### config.mk
export PLATFORM = sky130hd
export DESIGN_NAME = adcr_ctrl
export DESIGN_NICKNAME = d
export VERILOG_FILES = /design/src/rtl/adcr_pkg.sv /design/src/rtl/adcr_sync.sv /design/src/rtl/adcr_shift.sv /design/src/rtl/adcr_seq.sv /design/src/rtl/adcr_ctrl.sv
export SDC_FILE = /design/constraint.sdc
export NUM_CORES = 1
export LEC_CHECK = 0
export BUFFER_PORTS_ARGS = -buffer_cell sky130_fd_sc_hd__buf_2
export CORE_MARGIN = 2
export CORE_UTILIZATION = 51
export CTS_CLUSTER_SIZE = 12
export DETAILED_ROUTE_END_ITERATION = 6
export GPL_TIMING_DRIVEN = 0
export PLACE_DENSITY = 0.74
export SYNTH_ARGS = -nofsm -noshare
export SYNTH_HDL_FRONTEND = slang
export SYNTH_HIERARCHICAL = 1
export SYNTH_SLANG_ARGS = --single-unit
### constraint.sdc
create_clock -name clk -period 1.6 [get_ports clk]
set_input_delay 0.24 -clock clk [delete_from_list [all_inputs] [get_ports clk]]
set_output_delay 0.24 -clock clk [all_outputs]
set_load 0.02 [all_outputs]
### src/rtl/adcr_pkg.sv
package adcr_pkg;
  typedef enum logic [2:0] {
    S_IDLE  = 3'd0,
    S_STRB  = 3'd1,
    S_WAIT  = 3'd2,
    S_FRAME = 3'd3,
    S_DONE  = 3'd4
  } seq_st_t;
endpackage

### src/rtl/adcr_sync.sv
// Brings the serial clock and data into the system domain through matched
// pipelines and flags a falling edge of the serial clock.
module adcr_sync #(
  parameter int STAGES = 2
) (
  input  logic clk,
  input  logic rst_n,
  input  logic sclk_i,
  input  logic sdat_i,
  output logic fall_o,
  output logic sdat_o
);
  logic [STAGES:0]   ck_pipe;
  logic [STAGES-1:0] dt_pipe;

  always_ff @(posedge clk or negedge rst_n) begin
    if (!rst_n) begin
      ck_pipe <= '0;
      dt_pipe <= '0;
    end else begin
      ck_pipe <= {ck_pipe[STAGES-1:0], sclk_i};
      dt_pipe <= {dt_pipe[STAGES-2:0], sdat_i};
    end
  end

  // newest synchronized sample is index STAGES-1 in both pipes
  assign fall_o = ck_pipe[STAGES] & ~ck_pipe[STAGES-1];
  assign sdat_o = dt_pipe[STAGES-1];
endmodule

### src/rtl/adcr_shift.sv
// Frame assembly register, shifting left so the first bit lands on top.
module adcr_shift #(
  parameter int W = 16
) (
  input  logic         clk,
  input  logic         rst_n,
  input  logic         clr_i,
  input  logic         en_i,
  input  logic         din_i,
  output logic [W-1:0] word_o
);
  logic [W-1:0] word_q;
  logic [W-1:0] word_d;
  logic         word_en;

  always_comb begin
    word_en = clr_i | en_i;
    word_d  = clr_i ? '0 : {word_q[W-2:0], din_i};
  end

  always_ff @(posedge clk or negedge rst_n) begin
    if (!rst_n)       word_q <= '0;
    else if (word_en) word_q <= word_d;
  end

  assign word_o = word_q;
endmodule

### src/rtl/adcr_seq.sv
module adcr_seq
  import adcr_pkg::*;
#(
  parameter int CODE_W       = 14,
  parameter int FRAME_PULSES = 22,
  parameter int STRB_CYC     = 2
) (
  input  logic                clk,
  input  logic                rst_n,
  input  logic                req_i,
  input  logic                mode_i,
  input  logic                fall_i,
  input  logic [CODE_W+1:0]   word_i,
  output logic                convst_n_o,
  output logic                tfs_n_o,
  output logic                shift_clr_o,
  output logic                shift_en_o,
  output logic                valid_o,
  output logic [CODE_W-1:0]   code_o,
  output logic                ovr_o,
  output logic                ferr_o,
  output seq_st_t             state_o,
  output logic                mode_o
);
  localparam int FW   = CODE_W + 2;
  localparam int CMAX = (FRAME_PULSES > STRB_CYC) ? FRAME_PULSES : STRB_CYC;
  localparam int CW   = $clog2(CMAX + 1);

  seq_st_t           st_q, st_d;
  logic [CW-1:0]     cnt_q, cnt_d;
  logic              mode_q, mode_ld;
  logic              primed_q, primed_d;
  logic              valid_q, valid_d;
  logic              res_ld;
  logic [CODE_W-1:0] code_q;
  logic              ovr_q, ferr_q;

  always_comb begin
    st_d        = st_q;
    cnt_d       = cnt_q;
    mode_ld     = 1'b0;
    shift_clr_o = 1'b0;
    shift_en_o  = 1'b0;
    valid_d     = 1'b0;
    res_ld      = 1'b0;
    primed_d    = primed_q;
    unique case (st_q)
      S_IDLE: begin
        if (req_i) begin
          mode_ld     = 1'b1;
          shift_clr_o = 1'b1;
          cnt_d       = '0;
          st_d        = mode_i ? S_STRB : S_WAIT;
        end
      end
      S_STRB: begin
        if (cnt_q == CW'(STRB_CYC - 1)) begin
          cnt_d = '0;
          st_d  = S_WAIT;
        end else begin
          cnt_d = cnt_q + 1'b1;
        end
      end
      S_WAIT: begin
        if (fall_i) begin
          cnt_d = '0;
          st_d  = S_FRAME;
        end
      end
      S_FRAME: begin
        if (fall_i) begin
          shift_en_o = (cnt_q < CW'(FW));
          if (cnt_q == CW'(FRAME_PULSES - 1)) begin
            cnt_d = '0;
            st_d  = S_DONE;
          end else begin
            cnt_d = cnt_q + 1'b1;
          end
        end
      end
      S_DONE: begin
        valid_d  = primed_q;
        res_ld   = primed_q;
        primed_d = 1'b1;
        st_d     = S_IDLE;
      end
      default: st_d = S_IDLE;
    endcase
  end

  always_ff @(posedge clk or negedge rst_n) begin
    if (!rst_n) begin
      st_q     <= S_IDLE;
      cnt_q    <= '0;
      mode_q   <= 1'b0;
      primed_q <= 1'b0;
      valid_q  <= 1'b0;
      code_q   <= '0;
      ovr_q    <= 1'b0;
      ferr_q   <= 1'b0;
    end else begin
      st_q     <= st_d;
      cnt_q    <= cnt_d;
      primed_q <= primed_d;
      valid_q  <= valid_d;
      if (mode_ld) mode_q <= mode_i;
      if (res_ld) begin
        ovr_q  <= word_i[FW-1];
        code_q <= word_i[FW-2:1];
        ferr_q <= word_i[0];
      end
    end
  end

  assign convst_n_o = ~((st_q == S_STRB) | ((st_q == S_FRAME) & ~mode_q));
  assign tfs_n_o    = mode_q ? ~(st_q == S_FRAME) : 1'b0;
  assign valid_o    = valid_q;
  assign code_o     = code_q;
  assign ovr_o      = ovr_q;
  assign ferr_o     = ferr_q;
  assign state_o    = st_q;
  assign mode_o     = mode_q;
endmodule

### src/rtl/adcr_ctrl.sv
module adcr_ctrl
  import adcr_pkg::*;
#(
  parameter int CODE_W       = 14,
  parameter int FRAME_PULSES = 22,
  parameter int STRB_CYC     = 2,
  parameter int SYNC_STAGES  = 2
) (
  input  logic              clk,
  input  logic              rst_n,
  input  logic              conv_req,
  input  logic              frame_sel,
  input  logic              ser_clk,
  input  logic              ser_data,
  output logic              conv_start_n,
  output logic              frame_sync_n,
  output logic              res_valid,
  output logic [CODE_W-1:0] res_code,
  output logic              res_ovr,
  output logic              res_ferr
);
  localparam int FW = CODE_W + 2;

  logic [1:0]    rst_pipe;
  logic          rst_int_n;
  logic          fall_evt;
  logic          sdat_s;
  logic          sh_clr;
  logic          sh_en;
  logic [FW-1:0] frame_word;
  seq_st_t       seq_state;
  logic          seq_mode;

  always_ff @(posedge clk or negedge rst_n) begin
    if (!rst_n) rst_pipe <= 2'b00;
    else        rst_pipe <= {rst_pipe[0], 1'b1};
  end
  assign rst_int_n = rst_pipe[1];

  adcr_sync #(.STAGES(SYNC_STAGES)) u_sync (
    .clk    (clk),
    .rst_n  (rst_int_n),
    .sclk_i (ser_clk),
    .sdat_i (ser_data),
    .fall_o (fall_evt),
    .sdat_o (sdat_s)
  );

  adcr_shift #(.W(FW)) u_shift (
    .clk    (clk),
    .rst_n  (rst_int_n),
    .clr_i  (sh_clr),
    .en_i   (sh_en),
    .din_i  (sdat_s),
    .word_o (frame_word)
  );

  adcr_seq #(
    .CODE_W       (CODE_W),
    .FRAME_PULSES (FRAME_PULSES),
    .STRB_CYC     (STRB_CYC)
  ) u_seq (
    .clk         (clk),
    .rst_n       (rst_int_n),
    .req_i       (conv_req),
    .mode_i      (frame_sel),
    .fall_i      (fall_evt),
    .word_i      (frame_word),
    .convst_n_o  (conv_start_n),
    .tfs_n_o     (frame_sync_n),
    .shift_clr_o (sh_clr),
    .shift_en_o  (sh_en),
    .valid_o     (res_valid),
    .code_o      (res_code),
    .ovr_o       (res_ovr),
    .ferr_o      (res_ferr),
    .state_o     (seq_state),
    .mode_o      (seq_mode)
  );
endmodule

==> results.md, run 1 <==
* Die W at 68.60 um
* CTS tree: done
* Site Rows at 23
* Number of library cell types mapped by synthesis at 36
* Crit Path Class: flop to flop
* Setup violations, final at 0
* Hold crit path type: primary input to flop
* Num CTS Buffers at 5
* Final Wtd Congestion at between 0.8 and 0.9
* Layout cells sized above 1 at between 30% and 40%
* Post-route cell area at 2530 um2
* Syn. warnings at 6
* Routed Wire Length at 3.580 mm
* Yosys reg bits at 50
* DRT iter0 DRCs at about 110
* Die height at 68.60 um
* Gr ovfl total at 0
* H-tree Lvls at 2
* Maximum achievable frequency at 657.8 MHz
* Clk Latency, worst-skew pair at 0.30 ns
* Sequential area share after synthesis at between 50% and 60%
* # IOs at 25
* Layout area overhead at 18.87%
* Worst EP arrival at 1.71 ns
* Area after DPL at ~2300 um2
* Tmin final at 1.520 ns
* Via density at 5.173
* Largest net degree at the start of global routing at 40
* Syn nets at 171
* Core area at 4000 um2
* DRT antenna net count at 0
* Fin nets at around 210
* Async SR Flop Fraction at 100.0%
* Hold Fails Final Rpt at 0
* Period utilization at 95.01%
* DR WL/cell at 14.04 um
* Max-Cap Viols at 0
* Status: completed
* Cells after Synth at about 160
* Worst Path Required at about 1.8 ns
* Global-route wire length before repair at 5.644 mm
* Worst VDD drop at approximately 0.87 mV
* Initial antenna violation count at 0
* Top cells by count, synth: 50 x dfrtp_1, 22 x nor2_1, 16 x mux2i_1
* Pwr dens at around 1400 nW/um2
* Fillers at 312
* Clock sinks at 50
* Mapped cell area at 2128 um2
* Post-Syn Area per Cell at 13.06 um2
* Top post-synthesis cells by area: dfrtp_1 59%, mux2i_1 7.5%, mux2_4 6.3%, mux2_2 4.2%, nor2_1 3.9%
* Setup Skew at 0.007097 ns
* HPWL after DPL at 2.357 mm
* Drc violations at 0
* CTS clk-pin slew, worst paths at 0.09 ns
* Vias in the first global route at about 1200
* Diodes inserted at 0
* Most instantiated library cell after synthesis: dfrtp_1
* IO buf count at 24
* Root Driver: clkbuf_8
* Initial Util at 53.21%
* Setup crit start kind: flop
* Die area at 4706 um2
* Fin Hold WS at 0.04948 ns
* Vias at about 1300
* DRT Pass-1 Iters at 4
* Clock buffer depth at 2
* Area share of the largest cell type after synthesis at about three fifths
* Slew Limit Fails at 0
* Ys flop type: dfrtp_1
* Leakage at about 1.3 nW
* EDFF count, synth at 0
* GRT Resource Usage Total at 16.60%
* Crit path max fanout at 10
* Worst Setup End Kind: flop
* Cell taking the most area after synthesis: dfrtp_1
==> worst paths after layout <==
kind | startpoint | end | slack, ns | cells after the start
setup / recovery | u_seq/state_o[1]$_DFFE_PN0P_ | u_shift/word_o[4]$_DFFE_PN0P_ | 0.08 | 7
hold / removal | ser_clk | u_sync/ck_pipe[0]$_DFF_PN0_ | 0.05 | 1
setup reg to reg | u_seq/state_o[1]$_DFFE_PN0P_ | u_shift/word_o[4]$_DFFE_PN0P_ | 0.08 | 7
hold reg to reg | rst_pipe[1]$_DFF_PN0_ | u_seq/mode_o$_DFFE_PN0P_ | 0.13 | 0
max in group asynchronous | rst_pipe[1]$_DFF_PN0_ | u_seq/state_o[2]$_DFFE_PN0P_ | 0.99 | 1
min in group asynchronous | rst_pipe[1]$_DFF_PN0_ | u_seq/mode_o$_DFFE_PN0P_ | 0.13 | 0
==> repair_timing <==
action	in CTS	in global routing
endpoints found under the setup margin	10	21
hold buffers	1	0
buffers inserted	3	5
pin swaps	0	2
hold endpoints to repair	2	0
resized for setup	5	7
==> metal layers <==
layer	track usage, %	vias to the layer above	share of wire, %
li1	-	641	-
met1	20.13	642	45
met2	27.40	29	49
met3	5.032	7	4.1
met4	7.000	0	2.1
met5	0	-	0
==> stage by stage <==
step	power, mW	utilization, %	instances	worst slack (ns)	setup TNS [ns]
floorplan	2.455	-	163	0.05075	0
global placement	2.606	57.77	237	-0.3488	-18.26
detailed placement	2.680	58.30	238	-0.1857	-1.722
CTS	3.432	61.78	250	0.01216	0
global route	3.740	63.25	255	-0.02659	-0.04956
finish	3.478	63.25	255	0.07982	0
==> cell families (layout without fill, tap and decap cells) <==
| logic type | count (synthesis) | count (layout) | synth area share (%) |
|---|---|---|---|
| DFF | 50 | 50 | 58.79 |
| and+or+nand+nor | 50 | 50 | 11.52 |
| muxes | 33 | 33 | 18.11 |
| AOI/OAI and AO/OA | 18 | 18 | 6.055 |
| buffers and inverters | 9 | 51 | 4.173 |
| adders and majority gates | 2 | 2 | 1.176 |
| other | 1 | 1 | 0.1762 |
==> registers in the layout, summed over array words and instances (netlist names) <==
name and cells:
u_seq/valid_o 1, rst_pipe 2, u_shift/word_o 16, u_seq/cnt_q 5, u_seq/primed_q 1, u_sync/ck_pipe 3, u_seq/mode_o 1, u_sync/dt_pipe 2
u_seq/state_o 3, u_seq/code_o 14, u_seq/ovr_o 1, u_seq/ferr_o 1
==> worst max-delay path, stage by stage (launching register included) <==
cell	delay (ns)
dfrtp_1	0.41
buf_6	0.16
nand2_1	0.12
nor3_2	0.19
buf_6	0.15
buf_12	0.14
mux2i_1	0.19
nor2_1	0.06
==> power by group <==
| group | internal, mW | total, mW | switching [mW] | leakage [nW] |
|---|---|---|---|---|
| sequential | 1.55 | 1.82 | 0.268 | 0.627 |
| combinational | 0.464 | 0.925 | 0.461 | 0.577 |
| clock | 0.349 | 0.732 | 0.383 | 0.0482 |
==> placed cells by master (no fill, tap or decap), types with 2 or more instances in the layout <==
cell type	synthesis	final
nand2b_1	3	3
buf_12	1	2
ha_1	2	2
nand2_1	7	7
a22o_1	3	3
nand3_1	4	4
a21o_1	2	2
mux2i_1	16	16
o31ai_1	2	2
dfrtp_1	50	47
mux2_2	8	8
o21ai_1	3	3
mux2_4	9	9
buf_6	5	5
nor2_1	22	21
a21oi_1	2	2
dfrtp_2	0	3
nor4_1	2	2
buf_2	1	25
clkbuf_8	0	6
buf_4	0	9
==> cell type report <==
| type | count | area (um2) | share of cell area (%) |
|---|---|---|---|
| buffer | 8 | 88.84 | 3.511 |
| clock buffer | 7 | 86.33 | 3.412 |
| clock inverter | 1 | 5.005 | 0.1978 |
| inverter | 1 | 3.754 | 0.1484 |
| multi-input combinational | 104 | 818.3 | 32.34 |
| sequential | 50 | 1255 | 49.60 |
| tap | 50 | 62.56 | 2.473 |
| timing repair buffer | 34 | 210.2 | 8.309 |
Power figures use the tool's default switching activity.
==> inputs of run 2 (changes only) <==
--- a/config.mk
+++ b/config.mk
@@ -6,12 +6,11 @@
 export NUM_CORES = 1
 export LEC_CHECK = 0
 export BUFFER_PORTS_ARGS = -buffer_cell sky130_fd_sc_hd__buf_2
-export CORE_MARGIN = 2
 export CORE_UTILIZATION = 51
 export CTS_CLUSTER_SIZE = 12
 export DETAILED_ROUTE_END_ITERATION = 6
 export GPL_TIMING_DRIVEN = 0
-export PLACE_DENSITY = 0.74
+export PLACE_DENSITY = 0.71
 export SYNTH_ARGS = -nofsm -noshare
 export SYNTH_HDL_FRONTEND = slang
 export SYNTH_HIERARCHICAL = 1
==> constraint.sdc (replaced) <==
create_clock -name clk -period 1.8 [get_ports clk]
set_input_delay 0.27 -clock clk [delete_from_list [all_inputs] [get_ports clk]]
set_output_delay 0.27 -clock clk [all_outputs]
set_load 0.02 [all_outputs]
==> run 2 against run 1 <==
Final area decreased by 3.2%. Total power is 13% lower. Critical path type unchanged. Non-clock buffer count fell by 8. Final cell count decreased by 3.1%.
==> results.md, run 2 (synthesis gave the netlist of run 1 again) <==
* Hold Fails Final Rpt at 0
* Register area at 1255 um2
* Hold crit path type: primary input to flop
* RSZ-0062 raised after global routing: false
* Fin nets at 204
* Via density at 5.316
* H-tree Lvls at 2
* Final Wtd Congestion at around 0.84
* Leakage at 1.205 nW
* Most frequent cells in the layout: 47 x dfrtp_1, 26 x buf_2, 22 x nor2_1
* IO buf count at 24
* Clock buffer depth at 2
* Core area at roughly 4000 um2
* Layout area overhead at 15.05%
* Max-Cap Viols at 0
* Period utilization at 95.33%
* # IOs at 25
* Crit path max fanout at 10
* Initial Util at 53.21%
* Diodes inserted at 0
* Crit Path Class: flop to flop
* Slew Limit Fails at 0
* Worst Setup End Kind: flop
* DRT Pass-1 Iters at 4
* Die area at ~4400 um2
* Post-route cell area at 2449 um2
* Switching pwr at 0.9564 mW
* DRT iter0 DRCs at slightly above 90
* Pwr dens at 1231 nW/um2
* Site Rows at 23
* Max FFs per register at 16
* Die height at 66.60 um
* Logic pwr share at 24.7%
* CTS tree: done
* Area after DPL at 2332 um2
* Worst Path Required at 1.98 ns
* Setup Skew at 0.006534 ns
* Num CTS Buffers at 5
* Root Driver: clkbuf_8
* Die W at around 67 um
* Tmin final at 1.716 ns
* Most common cell after layout, fill and taps aside: dfrtp_1
* Clock share of power at 21.4%
* Gr ovfl total at 0
* Worst VDD drop at ~0.64 mV
* Setup WS post-layout at 0.08406 ns
* Total power at 3.014 mW
* Global-route wire length before repair at roughly 5.8 mm
* Switching Fraction at between 30% and 40%
* Initial antenna violation count at 0
* GRT Resource Usage Total at 17.76%
* Flop pwr share at 53.9%
* Clock sinks at 50
* Worst EP arrival at around 1.9 ns
* Pint at 2.057 mW
* Vias in the first global route at between 1000 and 1500
* Routed Wire Length at 3.515 mm
* Layout cells sized above 1 at 32.99%
* Clk Latency, worst-skew pair at 0.30 ns
* CTS clk-pin slew, worst paths at approximately 0.080 ns
* Maximum achievable frequency at between 500 and 600 MHz
* HPWL after DPL at 2.414 mm
* Vias at 1313
* DP Worst Slack at about 0.013 ns
* Setup crit start kind: flop
* Setup violations, final at 0
* Drc violations at 0
* Status: completed
* DRT antenna net count at 0
* Largest net degree at the start of global routing at 43
* Fillers at around 330
* DR WL/cell at 14.23 um
* Multi-input gate area at 799.5 um2
run 2: metal layers:
metal	GRT usage (%)	routed length, um	vias up
li1	-	-	627
met4	7.979	63	0
met5	0	0	-
met1	21.43	1572	653
met2	29.17	1762	27
met3	5.137	116	6
run 2: cell type report:
class | instances | area share [%]
buffer | 8 | 3.526
inverter | 1 | 0.1533
tap | 50 | 2.555
timing repair buffer | 26 | 6.132
clock inverter | 1 | 0.2044
sequential | 50 | 51.25
multi-input combinational | 104 | 32.65
clock buffer | 7 | 3.526
run 2: power groups by stage:
stage               registers (mW)  clock network, mW  logic, mW
detailed placement            1.64                  0      0.739
CTS                           1.62              0.677      0.745
global placement              1.64                  0      0.682
global route                  1.66              0.727      0.833
finish                        1.62              0.646      0.743
floorplan                     1.58                  0      0.602
run 2: what timing repair did:
| item | 4_1_cts | 5_1_grt |
|---|---|---|
| hold buffers | 1 | 0 |
| endpoints found under the hold margin | 2 | 0 |
| setup buffers | 0 | 0 |
| endpoints found under the setup margin | 1 | 10 |
| resized for setup | 2 | 3 |
| cloned | 0 | 0 |
run 2: worst max-delay path, cell delays in order, from the launching register on:
cell and delay [ns]:
dfrtp_2 0.47, or2b_1 0.31, nor3_2 0.19, buf_6 0.17, buf_12 0.15, mux2i_1 0.24
nor2_1 0.07
run 2: stage by stage:
step | util (%) | cells | TNS [ns] | hold WS, ns
floorplan | - | 163 | 0 | -0.02559
global placement | 57.77 | 237 | -7.965 | 0.05486
detailed placement | 58.30 | 238 | 0 | 0.06200
CTS | 60.90 | 247 | 0 | 0.06442
global route | 61.21 | 247 | 0 | 0.06216
finish | 61.21 | 247 | 0 | 0.07865
run 2: final timing paths:
check / from / to / slack, ns / cells after the start
max: u_seq/state_o[2]$_DFFE_PN0P_ / u_shift/word_o[10]$_DFFE_PN0P_ / 0.08 / 6
max reg2reg: u_seq/state_o[2]$_DFFE_PN0P_ / u_shift/word_o[10]$_DFFE_PN0P_ / 0.08 / 6
max in group asynchronous: rst_pipe[1]$_DFF_PN0_ / u_seq/state_o[2]$_DFFE_PN0P_ / 1.22 / 1
min: ser_clk / u_sync/ck_pipe[0]$_DFF_PN0_ / 0.08 / 1
min reg2reg: rst_pipe[1]$_DFF_PN0_ / u_seq/code_o[13]$_DFFE_PN0P_ / 0.10 / 0
min in group asynchronous: rst_pipe[1]$_DFF_PN0_ / u_seq/code_o[13]$_DFFE_PN0P_ / 0.10 / 0
==> inputs of run 3 (changes only) <==
--- a/config.mk
+++ b/config.mk
@@ -11,6 +11,7 @@
 export DETAILED_ROUTE_END_ITERATION = 6
 export GPL_TIMING_DRIVEN = 0
 export PLACE_DENSITY = 0.71
+export REMOVE_ABC_BUFFERS = 1
 export SYNTH_ARGS = -nofsm -noshare
 export SYNTH_HDL_FRONTEND = slang
 export SYNTH_HIERARCHICAL = 1
==> run 3 against run 2 <==
Clock-buffer cell count decreased by 1. Worst hold slack got worse by 0.0087 ns. Clock power decreased by 2%. Total power decreased by 2.2%. Critical path depth decreased by 3. Final cell count decreased by 2.0%. Sequential share of layout area increased by 1.1 points. Wire length decreased by 7.3%. Sequential power about the same. First-iteration DRC count decreased by 49%. Largest cell class unchanged.
==> results.md, run 3 (synthesis gave the netlist of run 1 again) <==
* Status: completed
* Logic pwr share at 22.7%
* Fin nets at between 150 and 200
* Peak per-stage delay on the critical path at 0.48 ns
* Layout cells sized above 1 at 30.73%
* Clk Latency, worst-skew pair at 0.30 ns
* CP max stage cell: dfrtp_1
* Worst Path Required at 1.53 ns
* Initial antenna violation count at 0
* Delay-heaviest family, CP: flip-flops
* Layout area overhead at 12.40%
* Leakage at between 1 and 1.5 nW
* Diodes inserted at 0
* Slew Limit Fails at 0
* RSZ-0062 raised after global routing: false
* Clock share of power at 21.5%
* Pint at 1.977 mW
* Clock sinks at 50
* Vias in the first global route at 1240
* Crit path max fanout at 8
* Multi-input gate area at 810.8 um2
* Largest net degree at the start of global routing at 37
* Most common cell after layout, fill and taps aside: dfrtp_1
* DRT antenna net count at 0
* Die height at 66.60 um
* Flop pwr share at 55.7%
* DRT iter0 DRCs at 47
* Crit Path Class: flop to output pin
* Drc violations at 0
* Slew margin rel. at 61.18%
* Tmin final at around 1.6 ns
* Pwr dens at 1232 nW/um2
* Switching Fraction at between 30 and 40%
* IO buf count at 24
* Max-Cap Viols at 0
* Site Rows at 23
* Final Wtd Congestion at 0.7774
* Worst EP arrival at 1.37 ns
* Period utilization at 90.99%
* HPWL after DPL at 2.265 mm
* Setup crit start kind: flop
* Setup WS post-layout at between 0.15 and 0.2 ns
* DR WL/cell at 13.47 um
* Worst Tran Pin Value at 0.5808 ns
* Root Driver: clkbuf_8
* Switching pwr at 0.9693 mW
* # IOs at 25
* Hold Fails Final Rpt at 0
* Initial Util at 53.21%
* Gr ovfl total at 0
* Max FFs per register at 16
* Worst Setup End Kind: output pin
* CTS tree: done
* Setup Skew at between 0.008 and 0.009 ns
* GRT Resource Usage Total at 16.96%
* Num CTS Buffers at 5
* Via density at 5.273
* Die area at 4436 um2
* Setup violations, final at 0
* Global-route wire length before repair at 5.402 mm
* DP Worst Slack at -0.3640 ns
* Util after Layout at 59.81%
* H-tree Lvls at 2
* Maximum achievable frequency at just over 600 MHz
* CTS clk-pin slew, worst paths at 0.08 ns
* Clock buffer depth at 2
* Routed Wire Length at 3.259 mm
* Fillers at 326
* Hold crit path type: primary input to flop
* Worst path buffer plus inverter count at 1
* DRT Pass-1 Iters at 4
* Vias at 1276
* Die W at 66.60 um
* Most frequent cells in the layout: 49 x dfrtp_1, 24 x buf_2, 22 x nor2_1
* Core area at 4000 um2
* Crit-path cells: nor2b_1, a21boi_0, buf_2
* Register area at ~1300 um2
* Worst VDD drop at 0.8054 mV
## run 3: cell types whose count changed in the layout (fill, tap and decap cells not counted)
cell	previous run	this run
and3_1	1	0
buf_4	0	2
nor3_4	0	1
nor3_2	1	0
clkinv_4	0	1
buf_6	5	1
buf_2	26	24
dfrtp_2	3	1
clkbuf_8	6	5
and3_4	0	1
buf_12	2	1
dfrtp_1	47	49
## run 3: final cells by class
type | count | share of cell area (%)
sequential | 50 | 52.35
multi-input combinational | 104 | 33.89
timing repair buffer | 29 | 7.374
clock buffer | 6 | 3.033
tap | 50 | 2.615
clock inverter | 2 | 0.5753
inverter | 1 | 0.1569
## run 3: per-stage QoR
step	area, um2	hold slack [ns]	instances	setup TNS, ns	power (mW)
after CTS	2389	0.05116	242	0	2.987
after detailed placement	2277	0.05773	232	-6.673	2.330
after global placement	2226	0.05446	229	-35.75	2.269
final	2392	0.06991	242	0	2.947
after floorplan	2043	-0.02559	155	-17.92	2.127
after global routing	2392	0.04633	242	0	3.157
## run 3: worst paths after layout
kind	start	cells after the start	slack (ns)	to
max in group asynchronous	rst_pipe[1]$_DFF_PN0_	1	1.17	u_shift/word_o[8]$_DFFE_PN0P_
setup reg to reg	u_seq/state_o[1]$_DFFE_PN0P_	5	0.18	u_shift/word_o[10]$_DFFE_PN0P_
setup / recovery	u_seq/state_o[0]$_DFFE_PN0P_	3	0.16	frame_sync_n
hold / removal	ser_data	1	0.07	u_sync/dt_pipe[0]$_DFF_PN0_
hold reg to reg	rst_pipe[1]$_DFF_PN0_	0	0.16	u_shift/word_o[1]$_DFFE_PN0P_
min in group asynchronous	rst_pipe[1]$_DFF_PN0_	0	0.16	u_shift/word_o[1]$_DFFE_PN0P_
## run 3: power groups by stage
stage / Combinational, mW / Clock [mW] / Sequential, mW
4_1_cts: 0.676 / 0.668 / 1.64
6_report: 0.670 / 0.635 / 1.64
3_3_place_gp: 0.606 / 0 / 1.66
2_1_floorplan: 0.531 / 0 / 1.60
3_5_place_dp: 0.671 / 0 / 1.66
5_1_grt: 0.765 / 0.701 / 1.69
## run 3: timing repair
action | CTS | global route
resized for setup | 2 | 1
setup endpoints to repair | 32 | 7
buffers inserted | 1 | 0
hold buffers | 1 | 0
hold endpoints to repair | 2 | 0
pin swaps | 1 | 0
## run 3: worst reg2reg max path: cells and delay by family (launching register included)
family / cells / cell delay (ns)
buffers and inverters: 1 / 0.22
multiplexers: 1 / 0.21
AND/OR/NAND/NOR: 3 / 0.53
flip-flops: 1 / 0.56
## run 3: layer usage
| layer | track usage (%) | up-vias | share of wire (%) |
|---|---|---|---|
| met5 | 0 | - | 0 |
| met1 | 21.14 | 626 | 47 |
| li1 | - | 620 | - |
| met3 | 5.651 | 4 | 3.6 |
| met4 | 8.777 | 0 | 1.3 |
| met2 | 26.01 | 26 | 48 |
